===== src/rtl/jdi_pkg.sv =====
package jdi_pkg;
  localparam int DATA_W = 8;
  localparam int ADDR_W = 2;
  localparam int NCH    = 3;
  localparam int CH_JS  = 0;
  localparam int CH_HPL = 1;
  localparam int CH_MIC = 2;

  localparam logic [ADDR_W-1:0] ADDR_STATUS = 2'd0;
  localparam logic [ADDR_W-1:0] ADDR_CTRL   = 2'd1;
  localparam logic [ADDR_W-1:0] ADDR_DEB    = 2'd2;

  typedef struct packed {
    logic sleep_en;
    logic ien_mic;
    logic ien_jack;
  } ctrl_t;

  function automatic logic [DATA_W-1:0] pack_status(input logic [NCH-1:0] lvl,
                                                    input logic jack_flag,
                                                    input logic mic_flag);
    logic [DATA_W-1:0] w;
    w = '0;
    w[NCH-1:0] = lvl;
    w[4] = jack_flag;
    w[5] = mic_flag;
    return w;
  endfunction

  function automatic logic [DATA_W-1:0] pack_ctrl(input ctrl_t c);
    return DATA_W'(c);
  endfunction
endpackage


===== src/rtl/jdi_sync.sv =====
module jdi_sync #(
  parameter int W = 3
) (
  input  logic         clk,
  input  logic         rst_n,
  input  logic [W-1:0] d,
  output logic [W-1:0] q
);
  for (genvar i = 0; i < W; i++) begin : g_bit
    logic s1, s2;
    always_ff @(posedge clk or negedge rst_n) begin
      if (!rst_n) begin
        s1 <= 1'b0;
        s2 <= 1'b0;
      end else begin
        s1 <= d[i];
        s2 <= s1;
      end
    end
    assign q[i] = s2;
  end
endmodule


===== src/rtl/jdi_debounce.sv =====
module jdi_debounce #(
  parameter int CNT_W = 8
) (
  input  logic             clk,
  input  logic             rst_n,
  input  logic             prime,
  input  logic             run,
  input  logic             sin,
  input  logic [CNT_W-1:0] len,
  output logic             level,
  output logic             ev
);
  logic [CNT_W-1:0] cnt;
  logic             mismatch;
  logic             done;

  function automatic logic reached(input logic [CNT_W-1:0] c, input logic [CNT_W-1:0] l);
    return c == l;
  endfunction

  assign mismatch = sin != level;
  assign done     = reached(cnt, len);
  assign ev       = run && mismatch && done;

  always_ff @(posedge clk or negedge rst_n) begin
    if (!rst_n) begin
      level <= 1'b0;
      cnt   <= '0;
    end else if (prime) begin
      level <= sin;
      cnt   <= '0;
    end else if (run) begin
      if (mismatch) begin
        if (done) begin
          level <= sin;
          cnt   <= '0;
        end else begin
          cnt <= cnt + 1'b1;
        end
      end else begin
        cnt <= '0;
      end
    end
  end
endmodule


===== src/rtl/jdi_regs.sv =====
module jdi_regs
  import jdi_pkg::*;
#(
  parameter int CNT_W     = 8,
  parameter int DEB_RESET = 4
) (
  input  logic              clk,
  input  logic              rst_n,
  input  logic              reg_rd,
  input  logic              reg_wr,
  input  logic [ADDR_W-1:0] reg_addr,
  input  logic [DATA_W-1:0] reg_wdata,
  input  logic [NCH-1:0]    lvl,
  input  logic              jack_set,
  input  logic              mic_set,
  output logic [DATA_W-1:0] reg_rdata,
  output ctrl_t             ctrl,
  output logic [CNT_W-1:0]  deb_len,
  output logic              sticky_jack,
  output logic              sticky_mic,
  output logic              rd_stat_hit
);
  assign rd_stat_hit = reg_rd && (reg_addr == ADDR_STATUS);

  always_ff @(posedge clk or negedge rst_n) begin
    if (!rst_n) begin
      ctrl    <= '0;
      deb_len <= CNT_W'(DEB_RESET);
    end else if (reg_wr) begin
      if (reg_addr == ADDR_CTRL) ctrl    <= ctrl_t'(reg_wdata[2:0]);
      if (reg_addr == ADDR_DEB)  deb_len <= reg_wdata[CNT_W-1:0];
    end
  end

  always_ff @(posedge clk or negedge rst_n) begin
    if (!rst_n) begin
      sticky_jack <= 1'b0;
      sticky_mic  <= 1'b0;
    end else begin
      if (jack_set)         sticky_jack <= 1'b1;
      else if (rd_stat_hit) sticky_jack <= 1'b0;
      if (mic_set)          sticky_mic  <= 1'b1;
      else if (rd_stat_hit) sticky_mic  <= 1'b0;
    end
  end

  always_ff @(posedge clk or negedge rst_n) begin
    if (!rst_n) begin
      reg_rdata <= '0;
    end else if (reg_rd) begin
      case (reg_addr)
        ADDR_STATUS: reg_rdata <= pack_status(lvl, sticky_jack, sticky_mic);
        ADDR_CTRL:   reg_rdata <= pack_ctrl(ctrl);
        ADDR_DEB:    reg_rdata <= DATA_W'(deb_len);
        default:     reg_rdata <= '0;
      endcase
    end
  end
endmodule


===== src/rtl/jack_detect_irq.sv =====
module jack_detect_irq
  import jdi_pkg::*;
#(
  parameter int CNT_W     = 8,
  parameter int DEB_RESET = 4
) (
  input  logic              clk,
  input  logic              rst_n,
  input  logic              shutdown,
  input  logic              supply_ok,
  input  logic              mic_if_en,
  input  logic              js_raw,
  input  logic              hpl_raw,
  input  logic              mic_raw,
  input  logic              reg_rd,
  input  logic              reg_wr,
  input  logic [ADDR_W-1:0] reg_addr,
  input  logic [DATA_W-1:0] reg_wdata,
  output logic [DATA_W-1:0] reg_rdata,
  output logic              irq
);
  localparam int INIT_CYC = 2;

  logic [NCH-1:0] raw_vec, sync_vec, lvl, ev_vec;
  logic [1:0]     init_cnt;
  logic           primed, prime;
  logic           sleep_act, mic_act, jack_set, mic_set;
  logic           sticky_jack, sticky_mic, rd_stat_hit;
  logic           ien_jack, ien_mic;
  ctrl_t          ctrl;
  logic [CNT_W-1:0] deb_len;

  assign raw_vec = {mic_raw, hpl_raw, js_raw};

  jdi_sync #(.W(NCH)) u_sync (
    .clk(clk), .rst_n(rst_n), .d(raw_vec), .q(sync_vec)
  );

  always_ff @(posedge clk or negedge rst_n) begin
    if (!rst_n) begin
      init_cnt <= '0;
      primed   <= 1'b0;
    end else begin
      if (init_cnt != 2'(INIT_CYC)) init_cnt <= init_cnt + 1'b1;
      if (prime) primed <= 1'b1;
    end
  end
  assign prime = !primed && (init_cnt == 2'(INIT_CYC));

  for (genvar c = 0; c < NCH; c++) begin : g_deb
    jdi_debounce #(.CNT_W(CNT_W)) u_deb (
      .clk(clk), .rst_n(rst_n), .prime(prime), .run(primed),
      .sin(sync_vec[c]), .len(deb_len), .level(lvl[c]), .ev(ev_vec[c])
    );
  end

  assign sleep_act = shutdown && supply_ok && ctrl.sleep_en;
  assign mic_act   = !shutdown && mic_if_en;
  assign jack_set  = sleep_act && (ev_vec[CH_JS] || ev_vec[CH_HPL]);
  assign mic_set   = mic_act && ev_vec[CH_MIC];

  jdi_regs #(.CNT_W(CNT_W), .DEB_RESET(DEB_RESET)) u_regs (
    .clk(clk), .rst_n(rst_n), .reg_rd(reg_rd), .reg_wr(reg_wr),
    .reg_addr(reg_addr), .reg_wdata(reg_wdata), .lvl(lvl),
    .jack_set(jack_set), .mic_set(mic_set), .reg_rdata(reg_rdata),
    .ctrl(ctrl), .deb_len(deb_len), .sticky_jack(sticky_jack),
    .sticky_mic(sticky_mic), .rd_stat_hit(rd_stat_hit)
  );

  assign ien_jack = ctrl.ien_jack;
  assign ien_mic  = ctrl.ien_mic;
  assign irq = (sticky_jack && ien_jack) || (sticky_mic && ien_mic);
endmodule


===== config.mk =====
export PLATFORM = sky130hd
export DESIGN_NAME = jack_detect_irq
export DESIGN_NICKNAME = d
export VERILOG_FILES = /design/src/rtl/jdi_pkg.sv /design/src/rtl/jdi_sync.sv /design/src/rtl/jdi_debounce.sv /design/src/rtl/jdi_regs.sv /design/src/rtl/jack_detect_irq.sv
export SDC_FILE = /design/constraint.sdc
export NUM_CORES = 1
export LEC_CHECK = 0
export ABC_CLOCK_PERIOD_IN_PS = 1810
export BUFFER_PORTS_ARGS = -buffer_cell sky130_fd_sc_hd__buf_2
export CAP_MARGIN = 10
export CORE_MARGIN = 3
export CORE_UTILIZATION = 58
export CTS_CLUSTER_SIZE = 20
export DETAILED_ROUTE_END_ITERATION = 6
export GPL_ROUTABILITY_DRIVEN = 0
export HOLD_SLACK_MARGIN = 0.1
export PLACE_DENSITY_LB_ADDON = 0.12
export SYNTH_ARGS = -nofsm -noshare
export SYNTH_HDL_FRONTEND = slang
export SYNTH_SLANG_ARGS = --single-unit

===== constraint.sdc =====
create_clock -name clk -period 1.81 [get_ports clk]
set_input_delay 0.0905 -clock clk [delete_from_list [all_inputs] [get_ports clk]]
set_output_delay 0.0905 -clock clk [all_outputs]
set_load 0.03 [all_outputs]

==> results of run 1 <==
## per-stage QoR
stage	hold WS, ps	util (%)	cells	power (mW)	cell area (um^2)
after floorplan	-205.1	-	257	2.342	2754
after global placement	111.8	67.65	341	2.604	3027
after detailed placement	109.1	67.65	341	2.634	3027
after CTS	123.8	75.64	372	3.881	3385
after global routing	129.6	76.15	372	4.078	3407
final	129.7	76.15	372	3.870	3407
## worst register-to-register path, stage by stage (launching register included)
cell	delay, ps
dfrtp_1	500
xor2_1	190
nor4_1	250
nand2_1	160
o21ai_1	160
mux2_1	330
## flip-flops by register name (all words and copies together), names as in the netlist
name and cells:
u_regs.sticky_mic 1, u_sync.g_bit.s1 3, u_sync.g_bit.s2 3, g_deb.u_deb.cnt 24
u_regs.ctrl 3, g_deb.u_deb.level 3, init_cnt 2, u_regs.reg_rdata 8
u_regs.sticky_jack 1, primed 1, u_regs.deb_len 8
## per-layer routing
layer	vias to the layer above	global-route usage [%]	part of all wire [%]
met5	-	0	0
met4	0	10.47	2.0
met3	12	7.610	4.5
met2	45	36.36	47
met1	991	30.94	47
li1	1006	-	-
## repair_timing
item / 4_1_cts / 5_1_grt
setup endpoints to repair: 0 / 7
hold buffers: 15 / 0
endpoints found under the hold margin: 73 / 0
resized for setup: 0 / 4
## report_power, final
| group | internal (mW) | switching, mW |
|---|---|---|
| sequential | 1.47 | 0.257 |
| clock | 0.747 | 0.465 |
| combinational | 0.463 | 0.468 |
## layout make-up
| cell class | count | area [um^2] | share of cell area (%) |
|---|---|---|---|
| well taps | 52 | 65.06 | 1.910 |
| multi-input cells | 186 | 1292 | 37.94 |
| inverters | 10 | 38.79 | 1.138 |
| clock inverters | 2 | 35.03 | 1.028 |
| clock buffers | 14 | 172.7 | 5.068 |
| flip-flops and latches | 57 | 1428 | 41.90 |
| repair buffers | 51 | 375.4 | 11.02 |
## layout by cell type, fill, tap and decap left out, types with 3 or more instances in the layout
master	instances
mux2i_1	5
buf_4	6
nand3_1	6
inv_1	9
o22ai_1	5
xnor2_1	24
nand2_1	25
ha_1	4
xor2_1	17
dfrtp_1	56
buf_2	28
a21oi_1	9
o21ai_0	6
nor2_1	28
mux2_2	14
nand4_1	6
a22o_1	6
dlygate4sd3_1	15
clkbuf_8	12
o31ai_1	3
## cells by family after synthesis
| family | Yosys count |
|---|---|
| AOI/OAI and AO/OA | 38 |
| xor gates and xnor gates | 41 |
| buffers and inverters | 14 |
| adders and majority gates | 4 |
| muxes | 20 |
| and+or+nand+nor | 83 |
| DFF | 57 |
## worst paths after layout
path                                    start                    to  cells past startpoint
max                         u_regs.deb_len[6]  g_deb[2].u_deb.level                      5
min                                    reg_rd   u_regs.reg_rdata[1]                      2
max reg2reg                 u_regs.deb_len[6]  g_deb[2].u_deb.level                      5
min reg2reg                u_sync.g_bit[1].s1    u_sync.g_bit[1].s2                      0
max in group asynchronous               rst_n     u_regs.deb_len[2]                      3
min in group asynchronous               rst_n   u_regs.reg_rdata[5]                      3
==> results.tsv, run 1 <==
metric	value	unit
vias_per_cell	5.522	
overflow	0	
synth-edff-count	0	
portBuffers	28	
diodes	0	
numCtsBuffers	9	
grt_pass1_wl	9.804	mm
setup_viol	0	
cp_max_fo	5	
yosysTopAreaCellShare	50.89	%
p_leak	1.525	nW
ios	29	
required	2030	ps
synth_top_family_by_area	simple AND/OR/NAND/NOR gates	
maxCapViolations	0	
clock_path_buffers	2	
criticalPathCategory	flip-flop to flip-flop	
slew_viol_final	0	
synth_compound_area_share	9.314	%
start_util	61.55	%
arrival	1920	ps
synth_area_leader_cell	dfrtp_1	
track_usage	23.74	%
power_density	1136	mW/mm^2
yosys.area_share.simple	13.99	%
drt_first_iter_violations	91	
rows	24	
synth-seq-cells	57	
synthDistinctLibCells	39	
syn_area	0.002754	mm^2
drive_above_1_share	23.13	%
cts_tree	built	
die_w	74.91	um
tns	0	ps
cts.sinks	57	
num_vias	2054	
endpoint_kind	flip-flop	
avgSynthCellArea	10.72	um^2
yosysWarnings	0	
drc	0	
fin_crit_sh	94.36	%
rsz0062_at_grt	no	
htreeDepth	3	
antenna_found_initial	0	
cp_top_family	flip-flops	
yosysMostFrequentCell	dfrtp_1	
crit_chain	xor2_1 > nor4_1 > nand2_1 > o21ai_1 > mux2_1	
first_pass_iters	4	
hpwl	4.055	mm
hold_class	input pin to flip-flop	
routed_wl	5.794	mm
critPathLaunchType	flip-flop	
r2r_setup_slack	100	ps
synthTopCellsByCount	56 x dfrtp_1, 28 x nor2_1, 25 x nand2_1, 24 x xnor2_1, 17 x xor2_1	
synth_cells	257	
critical-path-slowest-cell	dfrtp_1	
cts_setup_buffers	0	
ys.flop_type	dfrtp_1	
synthTopCellsByArea	dfrtp_1 51%, xnor2_1 7.6%, mux2_2 5.7%	
outcome	complete, no violations	
synth-xor-area-share	13.04	%
drtAntennaViolNets	0	
grt_pass1_vias	2089	
ir_drop	0.6476	mV
place_ws	87.97	ps
fp.dieH	74.91	um
seq_area_frac_synth	51.84	%
clock-skew-final	5.469	ps
worstMarginPinSlew	414.9	ps
syn_nets	281	
die-area	0.005611	mm^2
clock.fmax	0.5855	GHz
yosys.area_share.adder	1.817	%
areaGrowthSynthToFinish	23.72	%
finalHoldViolations	0	
fill_cells	304	
worst_path_largest_cell_delay	500	ps
finalNetCount	339	
maxSlewHeadroom	72.26	%
root_buffer	clkbuf_8	
worst-path-buf-inv	0	
fin_ws	102.1	ps
clk-insertion-delay-late	330	ps
period_needed	1708	ps
wl_per_cell	15.58	um
clkTransAtPathRegs	60	ps
async_flop_share	100.0	%
core	0.004474	mm^2
synth_mux_area_share	7.951	%
grt_max_degree	58	
Power figures use the tool's default switching activity.
==> run 2: changes to the inputs <==
CORE_MARGIN = 2   (was 3)
PLACE_DENSITY_LB_ADDON = 0.15   (was 0.12)
==> run 2 against run 1 <==
First-iteration DRC count grew 80%. Count of clock-buffer cells in the layout shrank 2. Design area shrank 0.40%. Worst setup slack lost 12 ps. Die area shrank 5.3%. Critical path depth grew 3. Clock skew grew 3.6 ps. Combinational power shrank 0.5%. Sequential share of layout area grew 0.32 points. Non-clock buffer count grew 2. Critical path type unchanged. Critical endpoint is now g_deb[2].u_deb.cnt[6]. Largest power group unchanged.
==> results.tsv, run 2 (same netlist as run 1, synthesis figures left out) <==
metric	value	unit	change
outcome	complete, no violations		
busiest_layer	met2		
criticalPathCategory	flip-flop to flip-flop		
cts.sinks	57		unchanged
grt_pass1_vias	2134		+2.2%
die-area	0.005315	mm^2	-5.3%
drt_first_iter_violations	164		+80%
fin_crit_sh	95.04	%	+0.68 points
grt.met3_usage	8.149	%	+0.54 points
wl_per_cell	15.75	um	+1.1%
hold_class	input pin to flip-flop		
root_buffer	clkbuf_8		
maxCapViolations	0		unchanged
worst-path-buf-inv	2		+2
clkTransAtPathRegs	70	ps	about the same
hpwl	4.063	mm	+0.22%
largestRegisters	g_deb.u_deb.cnt x24, u_regs.deb_len x8, u_regs.reg_rdata x8		
cp_max_fo	10		+5
num_vias	2100		+2.2%
rows	25		+4.2%
drive_above_1_share	24.30	%	+1.2 points
drtAntennaViolNets	0		unchanged
drc	0		unchanged
ios	29		unchanged
diodes	0		unchanged
final_common_cell	dfrtp_1		
tns	0	ps	unchanged
clk-insertion-delay-late	320	ps	about the same
power_density	1132	mW/mm^2	-0.39%
fin_ws	89.70	ps	-12.35 ps
cts_tree	built		
track_usage	25.02	%	+1.3 points
overflow	0		unchanged
period_needed	1720	ps	+12.35 ps
worstMarginPinSlew	597.0	ps	+182.2 ps
path_common_cell	nor2_1		
first_pass_iters	4		unchanged
grt_pass1_wl	9.811	mm	about the same
rsz0062_at_grt	yes		
grt_max_degree	28		-52%
vias_per_cell	5.600		+1.4%
top_register	g_deb.u_deb.cnt		
antenna_found_initial	0		unchanged
critical-path-slowest-cell	dfrtp_1		
slew_viol_final	0		unchanged
grt_use_met2	40.10	%	+3.7 points
grt_use_met1	31.92	%	+0.98 points
final_cell_mix	52 x dfrtp_1, 28 x buf_2, 27 x nor2_1, 25 x nand2_1, 24 x xnor2_1		
place_ws	71.09	ps	-16.88 ps
finalNetCount	341		+0.59%
core	0.004661	mm^2	+4.2%
crit_chain	inv_1 > ha_1 > nor2_2 > clkinv_2 > nand4_1 > nor2_1 > xnor2_1 > nor2_1		
arrival	1920	ps	about the same
startpoint	init_cnt[0]		
finalPower	3.839	mW	-0.79%
fp.dieH	72.91	um	-2.7%
critPathLaunchType	flip-flop		
clock-skew-final	9.068	ps	+3.599 ps
start_util	59.09	%	-2.5 points
reg2reg_from	init_cnt[0]		
finalHoldViolations	0		unchanged
p_leak	1.517	nW	-0.52%
fill_cells	324		+6.6%
portBuffers	28		unchanged
required	2010	ps	-20 ps
ir_drop	0.8602	mV	+33%
htreeDepth	3		unchanged
setup_viol	0		unchanged
worst_path_largest_cell_delay	360	ps	-140 ps
routed_wl	5.905	mm	+1.9%
areaGrowthSynthToFinish	23.22	%	
largest_reg_flops	24		unchanged
endpoint_kind	flip-flop		
clock_path_buffers	2		unchanged
worstHoldStart	reg_rd		
clock.fmax	0.5813	GHz	-0.72%
numCtsBuffers	9		unchanged
die_w	72.91	um	-2.7%
cp_top_family	simple AND/OR/NAND/NOR gates		
maxSlewHeadroom	60.20	%	-12 points
[run 2: cell count changes in the layout (fill, tap and decap cells not counted), moves of 2 or more]
cell / previous run / this run
dfrtp_2: 0 / 4
dfrtp_1: 56 / 52
buf_4: 6 / 8
nor2_2: 1 / 3
[run 2: worst reg2reg max path: cells and delay by family, from the launching register on]
kind | cells | cell delay (ps)
XOR/XNOR | 1 | 170
adder cells (fa/ha/maj) | 1 | 220
buffers and inverters | 2 | 280
flip-flops | 1 | 360
AND/OR/NAND/NOR | 4 | 590
[run 2: path summary, 6_finish.rpt]
path / end / slack [ps] / cells past startpoint
min in group asynchronous: u_regs.reg_rdata[1] / 300 / 2
max in group asynchronous: g_deb[2].u_deb.cnt[2] / 780 / 3
setup reg to reg: g_deb[2].u_deb.cnt[6] / 90 / 8
hold / removal: u_regs.reg_rdata[1] / 140 / 2
hold reg to reg: u_sync.g_bit[1].s2 / 350 / 0
setup / recovery: g_deb[2].u_deb.cnt[6] / 90 / 8
[run 2: repair_timing]
action                                  4_1_cts  5_1_grt
endpoints found under the setup margin        0        5
hold buffers                                 16        0
resized for setup                             0        6
buffers inserted                              0        2
endpoints found under the hold margin        40        0
[run 2: layout make-up]
type / instances / area, um^2 / area share, %
Clock buffer: 12 / 155.1 / 4.572
Clock inverter: 3 / 40.04 / 1.180
Tap cell: 54 / 67.56 / 1.991
Multi-Input combinational cell: 186 / 1279 / 37.68
Inverter: 10 / 38.79 / 1.143
Sequential cell: 57 / 1433 / 42.22
Timing Repair Buffer: 53 / 380.4 / 11.21
[run 2: where the power goes]
part,internal (mW),leakage (nW),switching (mW),total [mW]
Combinational,0.461,0.696,0.466,0.926
Clock,0.699,0.102,0.483,1.18
Sequential,1.47,0.719,0.258,1.73
Total,2.63,1.52,1.21,3.84
[run 2: layer usage]
| layer | wire [um] | share of wire (%) |
|---|---|---|
| met1 | 2724 | 46 |
| met2 | 2900 | 49 |
| met3 | 238 | 4.0 |
| met4 | 42 | 0.71 |
| met5 | 0 | 0 |
[run 2: per-stage QoR]
step | area [um^2] | instances | hold slack, ps | util (%)
after detailed placement | 3009 | 342 | 128.8 | 64.56
after global routing | 3393 | 375 | 141.7 | 72.81
final | 3393 | 375 | 137.6 | 72.81
after floorplan | 2754 | 257 | -205.1 | -
after CTS | 3364 | 373 | 123.6 | 72.19
after global placement | 3009 | 342 | 121.3 | 64.56
